**src/rtl/flash_upd_pkg.sv**
```systemverilog
package flash_upd_pkg;
  localparam int ADDR_W = 24;

  localparam logic [7:0] OP_STATUS  = 8'hD7;
  localparam logic [7:0] OP_TO_BUF  = 8'h53;
  localparam logic [7:0] OP_BUF_WR  = 8'h84;
  localparam logic [7:0] OP_PROGRAM = 8'h83;

  // Order matters: the sequencer advances by incrementing.
  typedef enum logic [2:0] {
    ST_MODE, ST_POLL_A, ST_COPY, ST_POLL_B,
    ST_WRITE, ST_POLL_C, ST_PROG, ST_POLL_D
  } step_e;

  typedef enum logic [1:0] {T_IDLE, T_SEND, T_WAIT, T_GAP} xfer_e;

  function automatic logic is_status(step_e s);
    return (s == ST_MODE) || (s == ST_POLL_A) || (s == ST_POLL_B) ||
           (s == ST_POLL_C) || (s == ST_POLL_D);
  endfunction
endpackage

```
**src/rtl/flash_addr_fmt.sv**
```systemverilog
module flash_addr_fmt
  import flash_upd_pkg::*;
#(
  parameter int PAGE_W     = 12,
  parameter int OFF_W      = 10,
  parameter int LONG_LAST  = 527,
  parameter int SHORT_LAST = 511
) (
  input  logic              pg512,
  input  logic [PAGE_W-1:0] page,
  input  logic [OFF_W-1:0]  off,
  output logic [ADDR_W-1:0] page_addr,
  output logic [ADDR_W-1:0] buf_addr,
  output logic              in_range
);
  logic [ADDR_W-1:0] pg_ext;

  assign pg_ext    = ADDR_W'(page);
  assign page_addr = pg512 ? (pg_ext << (OFF_W - 1)) : (pg_ext << OFF_W);
  assign buf_addr  = ADDR_W'(off);
  assign in_range  = pg512 ? (off <= OFF_W'(SHORT_LAST))
                           : (off <= OFF_W'(LONG_LAST));
endmodule

```
**src/rtl/flash_spi_shift.sv**
```systemverilog
module flash_spi_shift #(
  parameter int HALF = 14
) (
  input  logic       clk,
  input  logic       rst_n,
  input  logic       go,
  input  logic [7:0] tx,
  input  logic       miso,
  output logic       sck,
  output logic       mosi,
  output logic [7:0] rx,
  output logic       fin
);
  localparam int CW = $clog2(HALF + 1);

  logic          active;
  logic [CW-1:0] cnt;
  logic [2:0]    bitn;
  logic [7:0]    sreg;

  assign mosi = sreg[7];

  always_ff @(posedge clk or negedge rst_n) begin
    if (!rst_n) begin
      active <= 1'b0;
      cnt    <= '0;
      bitn   <= '0;
      sreg   <= '0;
      rx     <= '0;
      sck    <= 1'b0;
      fin    <= 1'b0;
    end else begin
      fin <= 1'b0;
      if (!active) begin
        if (go) begin
          sreg   <= tx;
          active <= 1'b1;
          cnt    <= '0;
          bitn   <= '0;
          sck    <= 1'b0;
        end
      end else if (cnt != CW'(HALF - 1)) begin
        cnt <= cnt + 1'b1;
      end else begin
        cnt <= '0;
        if (!sck) begin
          sck <= 1'b1;
          rx  <= {rx[6:0], miso};   // last clock before the rising edge
        end else begin
          sck <= 1'b0;
          if (bitn == 3'd7) begin
            active <= 1'b0;
            fin    <= 1'b1;
          end else begin
            bitn <= bitn + 1'b1;
            sreg <= {sreg[6:0], 1'b0};
          end
        end
      end
    end
  end
endmodule

```
**src/rtl/flash_byte_update.sv**
```systemverilog
module flash_byte_update
  import flash_upd_pkg::*;
#(
  parameter int DIV        = 28,
  parameter int PAGE_W     = 12,
  parameter int OFF_W      = 10,
  parameter int LONG_LAST  = 527,
  parameter int SHORT_LAST = 511
) (
  input  logic              clk,
  input  logic              rst_n,
  input  logic              start,
  input  logic [PAGE_W-1:0] page_num,
  input  logic [OFF_W-1:0]  byte_off,
  input  logic [7:0]        wr_data,
  output logic              busy,
  output logic              done,
  output logic              err,
  output logic              sck,
  output logic              mosi,
  input  logic              miso,
  output logic              cs_n
);
  localparam int HALF = DIV / 2;
  localparam int GW   = $clog2(HALF + 1);

  step_e             step;
  xfer_e             xs;
  logic [2:0]        idx, last_idx;
  logic [GW-1:0]     gcnt;
  logic [PAGE_W-1:0] page_q;
  logic [OFF_W-1:0]  off_q;
  logic [7:0]        data_q, rx_q, tx_byte, sh_rx, opcode;
  logic              pg512_q, pg_mode, sh_go, sh_fin, in_range;
  logic [ADDR_W-1:0] page_addr, buf_addr, addr_sel;

  // During the first status read the mode bit is still in rx_q.
  assign pg_mode = (step == ST_MODE) ? rx_q[0] : pg512_q;
  assign sh_go   = (xs == T_SEND);

  flash_addr_fmt #(
    .PAGE_W(PAGE_W), .OFF_W(OFF_W),
    .LONG_LAST(LONG_LAST), .SHORT_LAST(SHORT_LAST)
  ) addr_i (
    .pg512(pg_mode), .page(page_q), .off(off_q),
    .page_addr(page_addr), .buf_addr(buf_addr), .in_range(in_range)
  );

  always_comb begin
    addr_sel = (step == ST_WRITE) ? buf_addr : page_addr;
    case (step)
      ST_COPY:  opcode = OP_TO_BUF;
      ST_WRITE: opcode = OP_BUF_WR;
      ST_PROG:  opcode = OP_PROGRAM;
      default:  opcode = OP_STATUS;
    endcase
    if (is_status(step))       last_idx = 3'd1;
    else if (step == ST_WRITE) last_idx = 3'd4;
    else                       last_idx = 3'd3;
    if (idx == 3'd0)            tx_byte = opcode;
    else if (is_status(step))   tx_byte = 8'h00;
    else begin
      case (idx)
        3'd1:    tx_byte = addr_sel[23:16];
        3'd2:    tx_byte = addr_sel[15:8];
        3'd3:    tx_byte = addr_sel[7:0];
        default: tx_byte = data_q;
      endcase
    end
  end

  flash_spi_shift #(.HALF(HALF)) shift_i (
    .clk(clk), .rst_n(rst_n), .go(sh_go), .tx(tx_byte), .miso(miso),
    .sck(sck), .mosi(mosi), .rx(sh_rx), .fin(sh_fin)
  );

  always_ff @(posedge clk or negedge rst_n) begin
    if (!rst_n) begin
      xs      <= T_IDLE;
      step    <= ST_MODE;
      idx     <= '0;
      gcnt    <= '0;
      page_q  <= '0;
      off_q   <= '0;
      data_q  <= '0;
      rx_q    <= '0;
      pg512_q <= 1'b0;
      busy    <= 1'b0;
      done    <= 1'b0;
      err     <= 1'b0;
      cs_n    <= 1'b1;
    end else begin
      done <= 1'b0;
      case (xs)
        T_IDLE: begin
          if (start) begin
            page_q <= page_num;
            off_q  <= byte_off;
            data_q <= wr_data;
            busy   <= 1'b1;
            err    <= 1'b0;
            step   <= ST_MODE;
            idx    <= '0;
            cs_n   <= 1'b0;
            xs     <= T_SEND;
          end
        end
        T_SEND: xs <= T_WAIT;
        T_WAIT: begin
          if (sh_fin) begin
            rx_q <= sh_rx;
            if (idx == last_idx) begin
              cs_n <= 1'b1;
              gcnt <= '0;
              xs   <= T_GAP;
            end else begin
              idx <= idx + 1'b1;
              xs  <= T_SEND;
            end
          end
        end
        default: begin
          if (gcnt != GW'(HALF - 1)) begin
            gcnt <= gcnt + 1'b1;
          end else begin
            idx  <= '0;
            cs_n <= 1'b0;
            xs   <= T_SEND;
            case (step)
              ST_MODE: begin
                pg512_q <= rx_q[0];
                if (!in_range) begin
                  xs   <= T_IDLE;
                  cs_n <= 1'b1;
                  busy <= 1'b0;
                  done <= 1'b1;
                  err  <= 1'b1;
                end else begin
                  step <= ST_POLL_A;
                end
              end
              ST_POLL_A, ST_POLL_B, ST_POLL_C:
                if (rx_q[7]) step <= step_e'(step + 3'd1);
              ST_POLL_D:
                if (rx_q[7]) begin
                  xs   <= T_IDLE;
                  cs_n <= 1'b1;
                  busy <= 1'b0;
                  done <= 1'b1;
                end
              default: step <= step_e'(step + 3'd1);
            endcase
          end
        end
      endcase
    end
  end
endmodule

```
**config.mk**
```make
export PLATFORM = sky130hd
export DESIGN_NAME = flash_byte_update
export DESIGN_NICKNAME = d
export VERILOG_FILES = /design/src/rtl/flash_upd_pkg.sv /design/src/rtl/flash_addr_fmt.sv /design/src/rtl/flash_spi_shift.sv /design/src/rtl/flash_byte_update.sv
export SDC_FILE = /design/constraint.sdc
export NUM_CORES = 1
export LEC_CHECK = 0
export CORE_MARGIN = 3
export CORE_UTILIZATION = 30
export DETAILED_ROUTE_END_ITERATION = 10
export GPL_TIMING_DRIVEN = 0
export SLEW_MARGIN = 25
export SYNTH_ARGS = -nofsm -noshare
export SYNTH_HDL_FRONTEND = slang
export SYNTH_SLANG_ARGS = --single-unit
export TNS_END_PERCENT = 5
```
**constraint.sdc**
```tcl
create_clock -name clk -period 3.3 [get_ports clk]
set_clock_uncertainty 0.1 [all_clocks]
set_input_delay 0.495 -clock clk [delete_from_list [all_inputs] [get_ports clk]]
set_output_delay 0.495 -clock clk [all_outputs]
set_load 0.1 [all_outputs]
```
==> flow_metrics.env, run 1 <==
export IMPL_root_buffer="clkbuf_16"
export IMPL_cp_cell_sequence="inv_1 -> ha_1 -> and2b_2 -> buf_6 -> mux2i_2 -> mux2_2 -> a221oi_1 -> o21ai_1"
export IMPL_via_per_inst=5.045
export IMPL_area_growth_pct=23.64
export IMPL_yosys_cell_types_count=52
export IMPL_synth_edf_count=0
export IMPL_critPathMaxStageDelay_ns=0.48
export IMPL_crit_arrival_ns=2.82
export IMPL_num_rows=42
export IMPL_finalSetupTns_ns=0
export IMPL_slew_headroom_pct=34.74
export IMPL_ys_top_cells_by_count="dfrtp_1 (74), mux2_2 (49), nand2_1 (34), nor2_1 (26), ha_1 (22)"
export IMPL_drive_gt1_share_pct=19.02
export IMPL_synth_sequential_area_ratio_pct=45.21
export IMPL_insertion_delay_ns=0.34
export IMPL_io_buffer_count=39
export IMPL_dieWidth_um=123.7
export IMPL_dp_cells=607
export IMPL_die_height_um=123.7
export IMPL_drt_pass1_iter_count=4
export IMPL_yosys_register_bits=75
export IMPL_cts_path_max_buffers=2
export IMPL_critPathLaunchType="register"
export IMPL_cts_tree="done"
export IMPL_drc_errors=0
export IMPL_grt_usage_pct=13.56
export IMPL_syn_area_um2=4154
export IMPL_slowest_stage="mux2i_2"
export IMPL_ys_flop_type="dfrtp_1"
export IMPL_cp_end_kind="register"
export IMPL_period_minus_slack_ns=2.703
export IMPL_status="complete, no violations"
export IMPL_critPathTopFamily="multiplexers"
export IMPL_cts_made_buffers=9
export IMPL_yosysWarnings=0
export IMPL_p_per_area_nw_per_um2=811.4
export IMPL_hold_path_class="input port to async pin"
export IMPL_synth_area_per_cell_um2=10.62
export IMPL_async_flop_share_pct=100.0
export IMPL_fin_cells=623
export IMPL_cap_violations=0
export IMPL_netlist_top_cells_area="dfrtp_1 (45%), mux2_2 (13%), ha_1 (6.6%), nand2_1 (3.1%), o21ai_0 (2.4%)"
export IMPL_grt_pass1_wl_um=16280
export IMPL_finalCritPeriodShare_pct=81.91
export IMPL_netlist_instances=391
export IMPL_grt_max_degree=40
export IMPL_synth_top_area_share_pct=44.58
export IMPL_grt_ovfl_total=0
export IMPL_num_vias=3143
export IMPL_hold_buffers=0
export IMPL_critPathBufInv=2
export IMPL_fin_nets=498
export IMPL_drtAntennaViolNets=0
export IMPL_whs_ns=0.02354
export IMPL_antenna_found_initial=0
export IMPL_cts_htree_levels=3
export IMPL_leakage_nw=2.170
export IMPL_clk_pin_slew_ns=0.06
export IMPL_die_area_um2=15290
export IMPL_drt_iter0_drc=161
export IMPL_worstSetupPathType="register to register"
export IMPL_final_max_slew_violation_count=0
export IMPL_synth_most_common_cell="dfrtp_1"
export IMPL_dp_hpwl_um=7288
export IMPL_max_freq_mhz=369.9
export IMPL_final_core_util_pct=38.33
export IMPL_io_pins=40
export IMPL_initial_core_util_pct=31.00
export IMPL_rsz0062_at_grt="no"
export IMPL_coreArea_um2=13400
export IMPL_cp_max_fo=9
export IMPL_routed_wl_um=9501
export IMPL_finalHoldViolCount=0
export IMPL_synth_nets=447
export IMPL_grt_pass1_vias=3313
export IMPL_required_ns=3.41
export IMPL_worst_pin_slew_ns=0.9758
export IMPL_setup_viol=0
export IMPL_clkSinkCount=75
export IMPL_routedWlPerCell_um=15.25
export IMPL_ir_drop_mv=0.3422
export IMPL_gp_congestion=0.8384
export IMPL_synth_area_leader_cell="dfrtp_1"
export IMPL_diodes=0
## layout make-up
class | count | area [µm²]
multi-input combinational | 288 | 2140
fill | 1331 | 8264
clock buffer | 13 | 280.3
clock inverter | 3 | 67.56
buffer | 15 | 93.84
timing repair buffer | 40 | 407.9
inverter | 13 | 48.80
tap | 176 | 220.2
sequential | 75 | 1878
## through the flow
step / setup slack (ns) / instance area (µm²) / power [mW]
after global placement: -0.9807 / 4765 / 3.030
final: 0.5968 / 5136 / 4.167
after detailed placement: 0.3965 / 4782 / 3.090
after global routing: 0.2992 / 5136 / 4.458
after CTS: 0.3639 / 5130 / 4.218
after floorplan: 0.7231 / 4154 / 2.652
## logic make-up after synthesis
| group | share of synthesized area, % |
|---|---|
| AND/OR/NAND/NOR | 14.40 |
| multiplexers | 15.06 |
| adder cells (fa/ha/maj) | 6.626 |
| flip-flops | 45.21 |
| buffers and inverters | 3.434 |
| AO/OA/AOI/OAI | 15.06 |
| XOR/XNOR | 0.2109 |
## flip-flops by register name, summed over array words and instances, names as in the netlist
| signal | cells |
|---|---|
| shift_i.fin | 1 |
| shift_i.rx | 8 |
| page_q | 12 |
| err | 1 |
| shift_i.bitn | 3 |
| xs | 2 |
| off_q | 10 |
| done | 1 |
| shift_i.sreg | 8 |
| shift_i.active | 1 |
| data_q | 8 |
| shift_i.sck | 1 |
| rx_q | 2 |
| step | 3 |
| gcnt | 4 |
| pg512_q | 1 |
| shift_i.cnt | 4 |
| busy | 1 |
| idx | 3 |
| cs_n | 1 |
## final timing paths
path | start | endpoint | slack (ns) | cells after the start
max | step[0]$_DFFE_PN0P_ | shift_i.sreg[3]$_DFFE_PN0P_ | 0.60 | 8
min | rst_n | gcnt[3]$_DFFE_PN0P_ | 0.02 | 1
max reg2reg | step[0]$_DFFE_PN0P_ | shift_i.sreg[3]$_DFFE_PN0P_ | 0.60 | 8
min reg2reg | err$_DFFE_PN0P_ | err$_DFFE_PN0P_ | 0.40 | 2
max in group asynchronous | rst_n | cs_n$_DFFE_PN1P_ | 2.46 | 2
min in group clk | err$_DFFE_PN0P_ | err$_DFFE_PN0P_ | 0.40 | 2
## where the power goes
group          leakage (nW)  total (mW)  internal (mW)  switching, mW
logic                  1.08        1.51          0.682          0.823
clock network         0.168        1.10          0.744          0.360
registers             0.922        1.56           1.27          0.284
total                  2.17        4.17           2.70           1.47
## layer usage
metal	routed length [µm]	global-route usage (%)
met5	0	0
met4	123	4.775
met3	305	2.725
met2	4663	22.37
met1	4408	17.69
## what timing repair did
| item | CTS | global route |
|---|---|---|
| buffers inserted | 0 | 0 |
| endpoints found under the setup margin | 0 | 2 |
| gates resized for setup | 0 | 1 |
## cell usage in the layout (no fill, tap or decap), types with 6 or more instances in the layout
| cell | n |
|---|---|
| mux2i_1 | 6 |
| nand2_1 | 34 |
| dfrtp_1 | 74 |
| nor3_1 | 8 |
| clkbuf_1 | 10 |
| a22o_1 | 6 |
| nor2_1 | 26 |
| clkdlybuf4s50_1 | 38 |
| a31oi_1 | 8 |
| nor2b_1 | 8 |
| ha_1 | 22 |
| mux2_2 | 49 |
| inv_1 | 13 |
| clkbuf_16 | 9 |
| a22oi_1 | 6 |
| o31ai_1 | 6 |
| a21oi_1 | 12 |
| nand4_1 | 6 |
| o21ai_0 | 20 |
| nand3_1 | 10 |
| nand2b_1 | 10 |
Note: power is estimated with default switching activity, not from simulation.
==> run 2: changes to the inputs <==
Clock period 3.3 ns to 2.41 ns, I/O delays scaled along.
==> flow_metrics.env, run 2 (synthesis gave the netlist of run 1 again) <==
export IMPL_status="complete, no violations"
export IMPL_cap_violations=0
export IMPL_cp_cell_sequence="inv_2 -> ha_2 -> buf_6 -> and2b_2 -> or3_4 -> or4_4 -> buf_6 -> mux2i_1"
export IMPL_insertion_delay_ns=0.34
export IMPL_diodes=0
export IMPL_max_freq_mhz=427.5
export IMPL_grt_max_degree=40
export IMPL_cp_end_kind="register"
export IMPL_hold_path_class="register to register"
export IMPL_cts_made_buffers=9
export IMPL_hold_depth=2
export IMPL_r2r_slack_ns=0.07
export IMPL_initial_core_util_pct=31.00
export IMPL_regMostFlops="page_q"
export IMPL_pwr_share_seq_pct=37.6
export IMPL_worstSetupPathType="register to register"
export IMPL_finalHoldViolCount=0
export IMPL_drtAntennaViolNets=0
export IMPL_io_pins=40
export IMPL_dp_slack_ns=-0.4741
export IMPL_via_per_inst=5.131
export IMPL_dieWidth_um=123.7
export IMPL_die_height_um=123.7
export IMPL_die_area_um2=15290
export IMPL_num_vias=3248
export IMPL_drt_iter0_drc=166
export IMPL_final_area_um2=5316
export IMPL_clkPwrFrac_pct=24.1
export IMPL_period_minus_slack_ns=2.339
export IMPL_cp_max_fo=10
export IMPL_grt_usage_pct=13.80
export IMPL_cts_tree="done"
export IMPL_slew_headroom_pct=34.69
export IMPL_antenna_found_initial=0
export IMPL_grt_pass1_wl_um=16500
export IMPL_grt_pass1_vias=3269
export IMPL_clk_pin_slew_ns=0.05
export IMPL_grt_ovfl_total=0
export IMPL_largestRegisters="page_q: 12 flops, off_q: 10 flops"
export IMPL_leakage_nw=2.229
export IMPL_cts_path_max_buffers=2
export IMPL_routedWlPerCell_um=15.46
export IMPL_layout_commonest_cell="dfrtp_1"
export IMPL_area_growth_pct=27.98
export IMPL_fin_cells=633
export IMPL_fin_nets=508
export IMPL_largest_reg_flops=12
export IMPL_reg2reg_to="step[0]$_DFFE_PN0P_"
export IMPL_finalCritPeriodShare_pct=97.06
export IMPL_final_max_slew_violation_count=0
export IMPL_routed_wl_um=9784
export IMPL_finalSetupTns_ns=0
export IMPL_critPathMaxStageDelay_ns=0.49
export IMPL_most_common_layout_cells="dfrtp_1 (69), mux2_2 (49), clkdlybuf4s50_1 (36)"
export IMPL_rr_worst_depth=8
export IMPL_hold_end="err$_DFFE_PN0P_"
export IMPL_ir_drop_mv=0.4414
export IMPL_netSwitchingFraction_pct=35.99
export IMPL_r2r_start="xs[1]$_DFFE_PN0P_"
export IMPL_worst_slack_ns=0.07086
export IMPL_power_internal_mw=3.639
export IMPL_io_buffer_count=39
export IMPL_dp_hpwl_um=7320
export IMPL_critPathLaunchType="register"
export IMPL_root_buffer="clkbuf_16"
export IMPL_cpMostUsedCell="buf_6"
export IMPL_setup_viol=0
export IMPL_num_rows=42
export IMPL_p_comb_share_pct=38.3
export IMPL_p_per_area_nw_per_um2=1069
export IMPL_drt_pass1_iter_count=4
export IMPL_slowest_stage="or4_4"
export IMPL_holdCritStartpoint="err$_DFFE_PN0P_"
export IMPL_clkSinkCount=75
export IMPL_placedInstanceArea_um2=4783
export IMPL_worst_pin_slew_ns=0.9780
export IMPL_drive_gt1_share_pct=25.16
export IMPL_p_switching_mw=2.046
export IMPL_coreArea_um2=13400
export IMPL_drc_errors=0
export IMPL_cts_htree_levels=3
export IMPL_crit_arrival_ns=2.45
export IMPL_required_ns=2.52
export IMPL_dp_cells=607
export IMPL_rsz0062_at_grt="yes"
export IMPL_critPathLaunch="xs[1]$_DFFE_PN0P_"
export IMPL_gp_congestion=0.8492
run 2: changes by cell type in the layout (fill, tap and decap cells not counted), sizes merged:
cell and change:
dlygate4sd2 +1, buf +9, dlymetal6s2s +1, clkbuf +2, clkinvlp -1, dlygate4sd3 +1, clkdlybuf4s50 -2, bufinv -1
run 2: area by class of cell:
cell class	instances	area (µm²)
plain buffers	15	97.59
clock buffers	15	277.8
clock inverters	1	30.03
fillers	1297	8084
inverters	13	48.80
multi-input cells	288	2267
flip-flops and latches	75	1884
well taps	176	220.2
repair buffers	50	490.5
run 2: how the worst max path moves through the flow:
stage | to | cells after the start
after global routing | gcnt[3]$_DFFE_PN0P_ | 7
final | step[0]$_DFFE_PN0P_ | 8
after detailed placement | gcnt[2]$_DFFE_PN0P_ | 7
after CTS | shift_i.sreg[7]$_DFFE_PN0P_ | 7
after floorplan | step[0]$_DFFE_PN0P_ | 8
after global placement | shift_i.sck$_DFFE_PN0P_ | 1
run 2: repair_timing:
item,in CTS,in global routing
setup endpoints to repair,41,18
buffers inserted,3,6
endpoints found under the hold margin,36,0
gates resized for setup,18,20
pin swaps,0,1
hold buffers,1,0
run 2: per-layer routing:
| layer | share of wire [%] | vias to the layer above | track usage, % | routed length [µm] |
|---|---|---|---|---|
| met5 | 0 | - | 0 | 0 |
| li1 | - | 1553 | - | - |
| met4 | 2.2 | 0 | 5.536 | 217 |
| met3 | 3.5 | 20 | 2.679 | 347 |
| met2 | 49 | 70 | 22.44 | 4746 |
| met1 | 46 | 1605 | 18.06 | 4472 |
run 2: worst max-delay path: cells and delay by family, from the launching register on:
kind / cells / cell delay [ns]
adder cells (fa/ha/maj): 1 / 0.17
buffers and inverters: 3 / 0.35
flip-flops: 1 / 0.43
multiplexers: 1 / 0.11
AND/OR/NAND/NOR: 3 / 1.05
run 2: stage by stage:
stage / power [mW] / util [%] / hold WS, ns
2_1_floorplan: 3.633 / - / -0.03409
3_3_place_gp: 4.150 / 35.56 / 0.3848
3_5_place_dp: 4.225 / 35.70 / 0.2589
4_1_cts: 5.687 / 38.81 / 0.4059
5_1_grt: 6.071 / 39.67 / 0.4178
6_report: 5.685 / 39.67 / 0.3961
run 2: power by group through the flow:
stage | sequential [mW] | clock, mW | combinational, mW
2_1_floorplan | 2.31 | 0 | 1.32
3_3_place_gp | 2.14 | 0 | 2.01
3_5_place_dp | 2.16 | 0 | 2.06
4_1_cts | 2.14 | 1.40 | 2.15
5_1_grt | 2.21 | 1.47 | 2.40
6_report | 2.14 | 1.37 | 2.18
==> run 3: changes to the inputs <==
--- a/config.mk
+++ b/config.mk
@@ -7,2 +7,3 @@
 export LEC_CHECK = 0
+export ABC_CLOCK_PERIOD_IN_PS = 2410
 export CORE_MARGIN = 3
--- a/constraint.sdc
+++ b/constraint.sdc
@@ -4,2 +4,2 @@
 set_output_delay 0.3615 -clock clk [all_outputs]
-set_load 0.1 [all_outputs]
+set_load 0.05 [all_outputs]
==> flow_metrics.env, run 3 (synthesis gave the netlist of run 1 again) <==
export IMPL_status="complete, no violations"
export IMPL_pwr_share_seq_pct=36.1
export IMPL_drc_errors=0
export IMPL_largest_reg_flops=12
export IMPL_leakage_nw=2.240
export IMPL_routed_wl_um=9871
export IMPL_setup_viol=0
export IMPL_holdCritStartpoint="shift_i.rx[6]$_DFFE_PN0P_"
export IMPL_num_vias=3217
export IMPL_p_comb_share_pct=34.5
export IMPL_dp_hpwl_um=7262
export IMPL_whs_ns=0.3995
export IMPL_largestRegisters="page_q: 12 flops, off_q: 10 flops"
export IMPL_io_buffer_count=39
export IMPL_multi_input_area_um2=2250
export IMPL_routedWlPerCell_um=15.64
export IMPL_antenna_found_initial=0
export IMPL_coreArea_um2=13400
export IMPL_cts_tree="done"
export IMPL_period_minus_slack_ns=2.347
export IMPL_critPathLaunchType="register"
export IMPL_hold_depth=1
export IMPL_finalCritPeriodShare_pct=97.37
export IMPL_layout_commonest_cell="dfrtp_1"
export IMPL_regArea_um2=1883
export IMPL_initial_core_util_pct=31.00
export IMPL_ir_drop_mv=0.5338
export IMPL_insertion_delay_ns=0.34
export IMPL_power_internal_mw=3.979
export IMPL_grt_ovfl_total=0
export IMPL_r2r_slack_ns=0.06
export IMPL_p_per_area_nw_per_um2=1106
export IMPL_final_area_um2=5363
export IMPL_netSwitchingFraction_pct=32.94
export IMPL_regMostFlops="page_q"
export IMPL_die_area_um2=15290
export IMPL_required_ns=2.56
export IMPL_grt_usage_pct=13.71
export IMPL_rsz0062_at_grt="yes"
export IMPL_num_rows=42
export IMPL_placedInstanceArea_um2=4782
export IMPL_crit_arrival_ns=2.49
export IMPL_drtAntennaViolNets=0
export IMPL_power_mw=5.933
export IMPL_most_common_layout_cells="dfrtp_1 (70), mux2_2 (49), clkdlybuf4s50_1 (38)"
export IMPL_dieWidth_um=123.7
export IMPL_cts_htree_levels=3
export IMPL_cp_max_fo=10
export IMPL_reg2reg_to="step[0]$_DFFE_PN0P_"
export IMPL_cap_violations=0
export IMPL_drive_gt1_share_pct=25.49
export IMPL_die_height_um=123.7
export IMPL_clk_pin_slew_ns=0.06
export IMPL_worst_pin_slew_ns=0.7904
export IMPL_cp_end_kind="register"
export IMPL_cts_made_buffers=9
export IMPL_final_max_slew_violation_count=0
export IMPL_drt_pass1_iter_count=4
export IMPL_hold_end="shift_i.rx[7]$_DFFE_PN0P_"
export IMPL_fin_nets=506
export IMPL_cts_path_max_buffers=2
export IMPL_grt_pass1_wl_um=16660
export IMPL_gp_congestion=0.8551
export IMPL_clkPwrFrac_pct=29.4
export IMPL_slew_headroom_pct=47.11
export IMPL_p_switching_mw=1.954
export IMPL_grt_pass1_vias=3346
export IMPL_root_buffer="clkbuf_16"
export IMPL_drt_iter0_drc=126
export IMPL_rr_worst_depth=8
export IMPL_grt_max_degree=40
export IMPL_hold_path_class="register to register"
export IMPL_max_freq_mhz=426.2
export IMPL_diodes=0
export IMPL_clkSinkCount=75
export IMPL_area_growth_pct=29.10
export IMPL_io_pins=40
export IMPL_via_per_inst=5.098
export IMPL_final_fill_count=1319
export IMPL_finalSetupTns_ns=0
export IMPL_worstSetupPathType="register to register"
export IMPL_r2r_start="xs[1]$_DFFE_PN0P_"
export IMPL_finalHoldViolCount=0
-- run 3: cell types whose count changed in the layout (fill, tap and decap cells not counted), sizes merged, moves of 2 or more --
cell and delta:
clkbuf -6, clkinv +2, clkdlybuf4s50 +2, buf -2, bufinv +4
-- run 3: through the flow --
stage	worst slack (ns)	instances	util (%)
floorplan	0.01979	391	-
global placement	-1.739	606	35.56
detailed placement	-0.5122	607	35.69
CTS	-0.03919	626	39.38
global route	-0.02376	631	40.02
finish	0.06349	631	40.02
-- run 3: layout make-up --
type	instances	area share, %
Multi-Input combinational cell	288	41.95
Tap cell	176	4.106
Buffer	15	1.820
Clock inverter	7	3.056
Timing Repair Buffer	48	8.843
Clock buffer	9	4.200
Inverter	13	0.9099
Sequential cell	75	35.11
-- run 3: worst max-delay path by stage --
stage                              startpoint                     endpoint  slack [ns]  cells past startpoint
after CTS                 step[0]$_DFFE_PN0P_  shift_i.sreg[3]$_DFFE_PN0P_       -0.04                      8
final                       xs[1]$_DFFE_PN0P_          step[0]$_DFFE_PN0P_        0.06                      8
after floorplan             xs[0]$_DFFE_PN0P_          step[0]$_DFFE_PN0P_        0.02                      8
after global placement                  rst_n         off_q[5]$_DFFE_PN0P_       -1.74                      1
after global routing        xs[1]$_DFFE_PN0P_          step[0]$_DFFE_PN0P_       -0.02                      8
after detailed placement  step[0]$_DFFE_PN0P_          gcnt[0]$_DFFE_PN0P_       -0.51                      7
-- run 3: timing repair --
| item | 4_1_cts | 5_1_grt |
|---|---|---|
| endpoints found under the hold margin | 36 | 0 |
| setup endpoints to repair | 20 | 22 |
| cloned | 0 | 0 |
| hold buffers | 1 | 0 |
| setup buffers | 2 | 5 |
| pin swaps | 0 | 2 |
| gates resized for setup | 18 | 17 |
-- run 3: critical path, cell delays in order, from the launching register on --
cell     delay (ns)
dfrtp_2        0.43
inv_2          0.07
ha_2           0.17
buf_6          0.14
and2b_2        0.22
or3_4          0.33
or4_4          0.49
buf_6          0.14
mux2i_1        0.17
-- run 3: power groups by stage --
stage	clock network (mW)	registers, mW	logic (mW)
after floorplan	0	2.16	1.32
after global placement	0	2.14	1.86
after detailed placement	0	2.16	1.92
after CTS	1.77	2.14	1.99
after global routing	1.83	2.21	2.28
final	1.74	2.14	2.04
-- run 3: routing by layer --
| metal | track usage, % | vias up | wire, µm |
|---|---|---|---|
| li1 | - | 1556 | - |
| met1 | 17.71 | 1580 | 4403 |
| met2 | 22.64 | 65 | 4864 |
| met3 | 3.134 | 16 | 435 |
| met4 | 4.637 | 0 | 168 |
| met5 | 0 | - | 0 |
